## src/rtl/irq_pend_pkg.sv

```systemverilog
package irq_pend_pkg;

  // Next value of one pending latch: a hardware edge hit or a software set
  // always wins over a software clear.
  function automatic logic f_latch_next(input logic cur, input logic sw_set,
                                        input logic sw_clr, input logic hw_hit);
    return hw_hit | sw_set | (cur & ~sw_clr);
  endfunction

  // Effective pending for one line.
  function automatic logic f_eff_pend(input logic latch, input logic lvl,
                                      input logic is_edge);
    return latch | (lvl & ~is_edge);
  endfunction

endpackage

```

## src/rtl/irq_sync.sv

```systemverilog
module irq_sync #(
  parameter int WIDTH  = 16,
  parameter int STAGES = 2
) (
  input  logic             clk,
  input  logic             rst_n,
  input  logic [WIDTH-1:0] async_i,
  output logic [WIDTH-1:0] sync_o
);
  localparam int LAST = STAGES - 1;

  logic [WIDTH-1:0] stage_q [STAGES];

  generate
    for (genvar s = 0; s < STAGES; s++) begin : g_stage
      if (s == 0) begin : g_first
        always_ff @(posedge clk or negedge rst_n) begin
          if (!rst_n) stage_q[0] <= '0;
          else        stage_q[0] <= async_i;
        end
      end else begin : g_next
        always_ff @(posedge clk or negedge rst_n) begin
          if (!rst_n) stage_q[s] <= '0;
          else        stage_q[s] <= stage_q[s-1];
        end
      end
    end
  endgenerate

  assign sync_o = stage_q[LAST];
endmodule

```

## src/rtl/irq_edge_cfg.sv

```systemverilog
module irq_edge_cfg #(
  parameter int WIDTH = 16
) (
  input  logic             clk,
  input  logic             rst_n,
  input  logic             we_i,
  input  logic [WIDTH-1:0] wdata_i,
  output logic [WIDTH-1:0] cfg_o
);
  logic [WIDTH-1:0] cfg_q;

  always_ff @(posedge clk or negedge rst_n) begin
    if (!rst_n)    cfg_q <= '0;
    else if (we_i) cfg_q <= wdata_i;
  end

  assign cfg_o = cfg_q;

  AST_CFG_HOLD: assert property (@(posedge clk) disable iff (!rst_n)
    !we_i |=> $stable(cfg_q));
  AST_CFG_LOAD: assert property (@(posedge clk) disable iff (!rst_n)
    we_i |=> (cfg_q == $past(wdata_i)));
endmodule

```

## src/rtl/irq_line_cell.sv

```systemverilog
module irq_line_cell
  import irq_pend_pkg::*;
(
  input  logic clk,
  input  logic rst_n,
  input  logic sync_lvl_i,
  input  logic is_edge_i,
  input  logic set_i,
  input  logic clr_i,
  output logic lvl_o,
  output logic latch_o,
  output logic pend_o
);
  logic lvl_q;
  logic latch_q;

  // Named events for the checks below.
  logic rise;
  logic fall;
  logic edge_hit;

  assign rise     = sync_lvl_i & ~lvl_q;
  assign fall     = ~sync_lvl_i & lvl_q;
  assign edge_hit = rise & is_edge_i;

  always_ff @(posedge clk or negedge rst_n) begin
    if (!rst_n) begin
      lvl_q   <= 1'b0;
      latch_q <= 1'b0;
    end else begin
      lvl_q   <= sync_lvl_i;
      latch_q <= f_latch_next(latch_q, set_i, clr_i, edge_hit);
    end
  end

  assign lvl_o   = lvl_q;
  assign latch_o = latch_q;
  assign pend_o  = f_eff_pend(latch_q, lvl_q, is_edge_i);

  AST_EDGE_SETS: assert property (@(posedge clk) disable iff (!rst_n)
    (rise && is_edge_i) |=> latch_q);
  AST_EDGE_BEATS_CLR: assert property (@(posedge clk) disable iff (!rst_n)
    (rise && is_edge_i && clr_i) |=> latch_q);
  AST_FALL_KEEPS: assert property (@(posedge clk) disable iff (!rst_n)
    (fall && latch_q && !clr_i) |=> latch_q);
  AST_LEVEL_NO_LATCH: assert property (@(posedge clk) disable iff (!rst_n)
    (rise && !is_edge_i && !set_i && !latch_q) |=> !latch_q);
  AST_SET_WINS: assert property (@(posedge clk) disable iff (!rst_n)
    set_i |=> latch_q);
  AST_CLR_ONLY: assert property (@(posedge clk) disable iff (!rst_n)
    (clr_i && !set_i && !edge_hit) |=> !latch_q);
endmodule

```

## src/rtl/irq_pend_tracker.sv

```systemverilog
module irq_pend_tracker #(
  parameter int NUM_LINES   = 16,
  parameter int SYNC_STAGES = 2
) (
  input  logic                 clk,
  input  logic                 rst_n,
  input  logic [NUM_LINES-1:0] irq_in,
  input  logic                 edge_cfg_we,
  input  logic [NUM_LINES-1:0] edge_cfg_wdata,
  input  logic [NUM_LINES-1:0] set_mask,
  input  logic [NUM_LINES-1:0] clr_mask,
  output logic [NUM_LINES-1:0] pend_o,
  output logic [NUM_LINES-1:0] level_o,
  output logic [NUM_LINES-1:0] edge_cfg_o
);
  logic [NUM_LINES-1:0] irq_sync;
  logic [NUM_LINES-1:0] cfg_q;
  logic [NUM_LINES-1:0] latch_vec;

  irq_sync #(.WIDTH(NUM_LINES), .STAGES(SYNC_STAGES)) u_sync (
    .clk     (clk),
    .rst_n   (rst_n),
    .async_i (irq_in),
    .sync_o  (irq_sync)
  );

  irq_edge_cfg #(.WIDTH(NUM_LINES)) u_cfg (
    .clk     (clk),
    .rst_n   (rst_n),
    .we_i    (edge_cfg_we),
    .wdata_i (edge_cfg_wdata),
    .cfg_o   (cfg_q)
  );

  generate
    for (genvar i = 0; i < NUM_LINES; i++) begin : g_line
      irq_line_cell u_cell (
        .clk        (clk),
        .rst_n      (rst_n),
        .sync_lvl_i (irq_sync[i]),
        .is_edge_i  (cfg_q[i]),
        .set_i      (set_mask[i]),
        .clr_i      (clr_mask[i]),
        .lvl_o      (level_o[i]),
        .latch_o    (latch_vec[i]),
        .pend_o     (pend_o[i])
      );
    end
  endgenerate

  assign edge_cfg_o = cfg_q;

  AST_LEVEL_PENDS: assert property (@(posedge clk) disable iff (!rst_n)
    ((level_o & ~edge_cfg_o & ~pend_o) == '0));
  AST_PEND_HAS_CAUSE: assert property (@(posedge clk) disable iff (!rst_n)
    ((pend_o & ~latch_vec & ~(level_o & ~edge_cfg_o)) == '0));
endmodule

```

## config.mk

```make
export PLATFORM = sky130hd
export DESIGN_NAME = irq_pend_tracker
export DESIGN_NICKNAME = d
export VERILOG_FILES = /design/src/rtl/irq_pend_pkg.sv /design/src/rtl/irq_sync.sv /design/src/rtl/irq_edge_cfg.sv /design/src/rtl/irq_line_cell.sv /design/src/rtl/irq_pend_tracker.sv
export SDC_FILE = /design/constraint.sdc
export NUM_CORES = 1
export LEC_CHECK = 0
export BUFFER_PORTS_ARGS = -buffer_cell sky130_fd_sc_hd__buf_2
export CAP_MARGIN = 15
export CORE_ASPECT_RATIO = 0.5
export CORE_MARGIN = 3
export CORE_UTILIZATION = 40
export CTS_BUF_LIST = sky130_fd_sc_hd__clkbuf_2
export DETAILED_ROUTE_END_ITERATION = 16
export PLACE_DENSITY = 0.67
export SLEW_MARGIN = 20
export SYNTH_ARGS = -nofsm -noshare
export SYNTH_HDL_FRONTEND = slang
export SYNTH_SLANG_ARGS = --single-unit
```

## constraint.sdc

```tcl
create_clock -name clk -period 3.2 [get_ports clk]
set_clock_uncertainty 0.2 [all_clocks]
set_input_delay 0.32 -clock clk [delete_from_list [all_inputs] [get_ports clk]]
set_output_delay 0.32 -clock clk [all_outputs]
set_load 0.05 [all_outputs]
```

## After elaboration in Yosys (flattened, before gate mapping)

Index checks and enable logic that the tools add are counted.
W data, S select, Z words.

- Register bits after elaboration: 80
- Output and inout port bits: 48
- Logic and storage cells: 195

- Bitwise logic cells: 160

Operators with widths:

| kind | number |
|---|---|
| $and A1 B1 Y1 | 64 |
| $not A1 Y1 | 48 |
| $or A1 B1 Y1 | 48 |

## Longest topological paths before layout

- Depth after elaboration: 5
- Depth in mapped cells: 3
- Gate-level depth less buffers: 2

## Modules after synthesis

Synthesis repeated with hierarchy kept, for this count alone.

- Cells, all modules: 210
- Area total of the unflattened synthesis: 2931.6 sq um

By module, submodules not included:

| module | times used | cells an instance | area an instance (sq um) |
|---|---|---|---|
| irq_line_cell | 16 | 8 | 85.1 |
| irq_sync | 1 | 48 | 920.9 |
| irq_edge_cfg | 1 | 34 | 649.4 |

## Least setup slack after synthesis

Ideal clock, no wire load.

- Kind: reg2out
- Start: reg u_cfg.cfg_q[12], in the netlist u_cfg.cfg_o[12]
- End: out pend_o[12]
- Arrival time: 722 ps
- Path slack: 1958 ps
- Cell stages (with the launch flop): 4
- Buffers on the path: 1
- Cells stage by stage: dfrtp_1 inv_1 a21o_1 buf_4

- Longest elaborated chain between the ends: 3

Ends and longest elaborated chain:

| what | RTL line | RTL |
|---|---|---|
| start: declaration | irq_edge_cfg.sv:10 | `logic [WIDTH-1:0] cfg_q;` |
| start signal: assignment | irq_edge_cfg.sv:14 | `else if (we_i) cfg_q <= wdata_i;` |
| $not A1 Y1 | irq_pend_pkg.sv:13 | `return latch \| (lvl & ~is_edge);` |
| $and A1 B1 Y1 | irq_pend_pkg.sv:13 |  |
| $or A1 B1 Y1 | irq_pend_pkg.sv:13 |  |
| end: declaration | irq_pend_tracker.sv:12 | `output logic [NUM_LINES-1:0] pend_o,` |

No other way between the ends.

## Worst setup path in the final report

- Start: reg u_cfg.cfg_q[3], in the netlist u_cfg.cfg_o[3]
- End: out pend_o[3]

Same word-level chain as after synthesis.

==> summary.txt <==
Avg Inst Size Synth: 11.8 sq um
CTS tree: yes
first-pass GRT wire length: 10,400 microns
n_diodes: 0
dpl cells: 412
root buf cell: clkbuf_2
Fin Hold WS: 122 ps
max incr delay on CP: 440 ps
H-tree levels: 3
vias per inst: 4.39
number of port buffers: 114
Synth area leaders: dfrtp_1 (66%), buf_4 (12%), inv_1 (5.7%), o221ai_1 (4.1%), a21o_1 (4.0%)
Rel. slew slack: 60.1%
largest net degree at the start of global routing: 81
Post-synth top cells: dfrtp_1 (80), buf_4 (49), inv_1 (46), nand2_1 (30)
Tmin final: 1920 ps
fin nets: 465
Initial Util: 43.2%
share of layout cells above drive strength 1: 31.8%
DRT Pass-1 Iters: 4
top-area cell type share of the netlist area: 66.3%
R2R Setup Slk: 1520 ps
initial antenna violation count: 0
crit path launch type: register
Max Freq: 0.521 GHz
pins over their slew limit: 0
Synth async-reset ratio: 100%
flop and latch count out of synthesis: 80
Psw: 0.603 mW
Min-Delay Path Class: in2reg
Post-DP HPWL: 3980 microns
Layout fillers: 563
overall via count from detail_route: 2,171
Clock power frac: 27.0%
cts repair resizes: 0
sequential power share: 53.3%
register area share after synthesis: 66.3%
CP Buf/Inv Count: 2
Sink Count: 80
setup repair after global routing missed its margin: no
Critical Path, Cell by Cell: inv_1, a21o_1, buf_2
status: complete, no violations
Leakage: 2.14 nW
Yosys warnings: 0
CP endpoint kind: output port
DR WL/cell: 12.8 microns
Die Area: 8690 sq um
Placer Congestion: 0.748
1st-iter DRT viols: 136
final cell count without fillers: 495
CP arrival: 1400 ps
Sw Ratio: 28.9%
GRT overflow: 0
vias in the first global route: 2,340
setup TNS: 0 ps
max-cap violations: 0
Core ar.: 6990 sq um
slowest cell on the critical path: dfrtp_1
row cnt: 21
final instance area: 4150 sq um
DRT antenna net count: 0
Num CTS Buffers: 9
Gate Count Post-Synth: 257
combinational share of power: 19.6%
Netlist cell types: 10
Worst Path Max Fanout: 3
Area growth syn-to-layout: 37.2%
total wire length: 6330 microns
Post-synth EDFFs: 0
Synth Net Count: 324
Clock transition at path regs: 200 ps
Pint: 1.49 mW
Data required, critical path: 2680 ps
IO Pins: 115
setup violators final: 0
maximum vdd drop: 0.000255 V
CP Class: reg2out
DRC viols: 0
worst-skew pair later-pin latency: 500 ps
ys flop type: dfrtp_1
CP delay by family, top: flip-flops
Worst-Margin Slew: 599 ps
most common cell in the netlist: dfrtp_1
GRT Total Usage: 15.9%
crit share post-route: 60.0%
final hold viol count: 0
DP Area: 3330 sq um
pwr dens: 504 nW/um^2
Synth area leader: dfrtp_1
Die Ht: 67.4 microns
Die W: 129 microns
Longest Clk Path Bufs: 2
cell area after synthesis: 3020 sq um
[registers in the layout (all words and copies together), names as in the netlist]
signal / flops
g_line.u_cell.lvl_o: 16
u_cfg.cfg_o: 16
g_line.u_cell.latch_o: 16
u_sync.sync_o: 16
u_sync.stage_q: 16
[through the flow]
stage | utilization (%) | total power, mW | worst slack, ps
after floorplan | - | 1.41 | 1960
after global placement | 47.7 | 1.46 | 1860
after detailed placement | 47.7 | 1.47 | 1810
after CTS | 58.8 | 2.11 | 1230
after global routing | 59.3 | 2.21 | 1120
final | 59.3 | 2.09 | 1280
[final timing paths]
kind,startpoint,to,depth (start not counted)
worst max-delay path,u_cfg.cfg_o[3],pend_o[3],3
worst min-delay path,edge_cfg_we,u_cfg.cfg_o[6],3
worst max register to register,u_cfg.cfg_o[0],g_line[0].u_cell.latch_o,3
worst min register to register,u_sync.stage_q[16],u_sync.sync_o[0],0
max in group asynchronous,rst_n,u_sync.sync_o[7],4
min in group asynchronous,rst_n,g_line[4].u_cell.lvl_o,3
[layout make-up]
class | count | area (sq um) | area share [%]
inverter | 46 | 173 | 4.17
sequential | 80 | 2000 | 48.3
multi-input combinational | 80 | 468 | 11.3
clock buffer | 11 | 55.1 | 1.33
timing repair buffer | 181 | 1260 | 30.4
tap | 92 | 115 | 2.78
clock inverter | 5 | 71.3 | 1.72
[tightest hold or removal path, cell delays in order]
cell and delay [ps]:
buf_2 300, nand2_1 120, o21ai_0 70
[power by group through the flow]
stage                     Clock [mW]  Sequential [mW]  Combinational, mW
after floorplan                    0             1.12              0.287
after global placement             0             1.13              0.331
after detailed placement           0             1.13              0.338
after CTS                      0.589             1.11              0.405
after global routing           0.640             1.12              0.442
final                          0.565             1.11              0.410
[what timing repair did]
action,in CTS,in global routing
buffers inserted,0,0
hold endpoints to repair,128,19
hold buffers,65,1
[kinds of logic (layout without fill, tap and decap cells)]
family	after synthesis	count (layout)	synth area share (%)
buffers and inverters	97	243	18.2
flip-flops	80	80	66.3
AO/OA/AOI/OAI	48	48	11.4
AND/OR/NAND/NOR	32	32	4.14
[routing by layer]
layer | up-vias | part of all wire [%] | global-route usage, %
li1 | 1048 | - | -
met5 | - | 0 | 0
met2 | 55 | 54 | 29.5
met1 | 1055 | 39 | 16.8
met3 | 13 | 4.8 | 5.45
met4 | 0 | 1.9 | 6.41
[layout by cell type, fill, tap and decap left out]
master and n:
o21ai_0 16, buf_16 1, bufinv_16 2, buf_2 113, inv_1 46, a21o_1 16, dfrtp_1 80, nor2b_1 2
a221o_1 2, buf_4 1, o221ai_1 14, clkbuf_2 11, dlygate4sd3_1 66, nand2_1 30, clkinv_1 3
No activity file was read; power rests on OpenSTA's default activity.
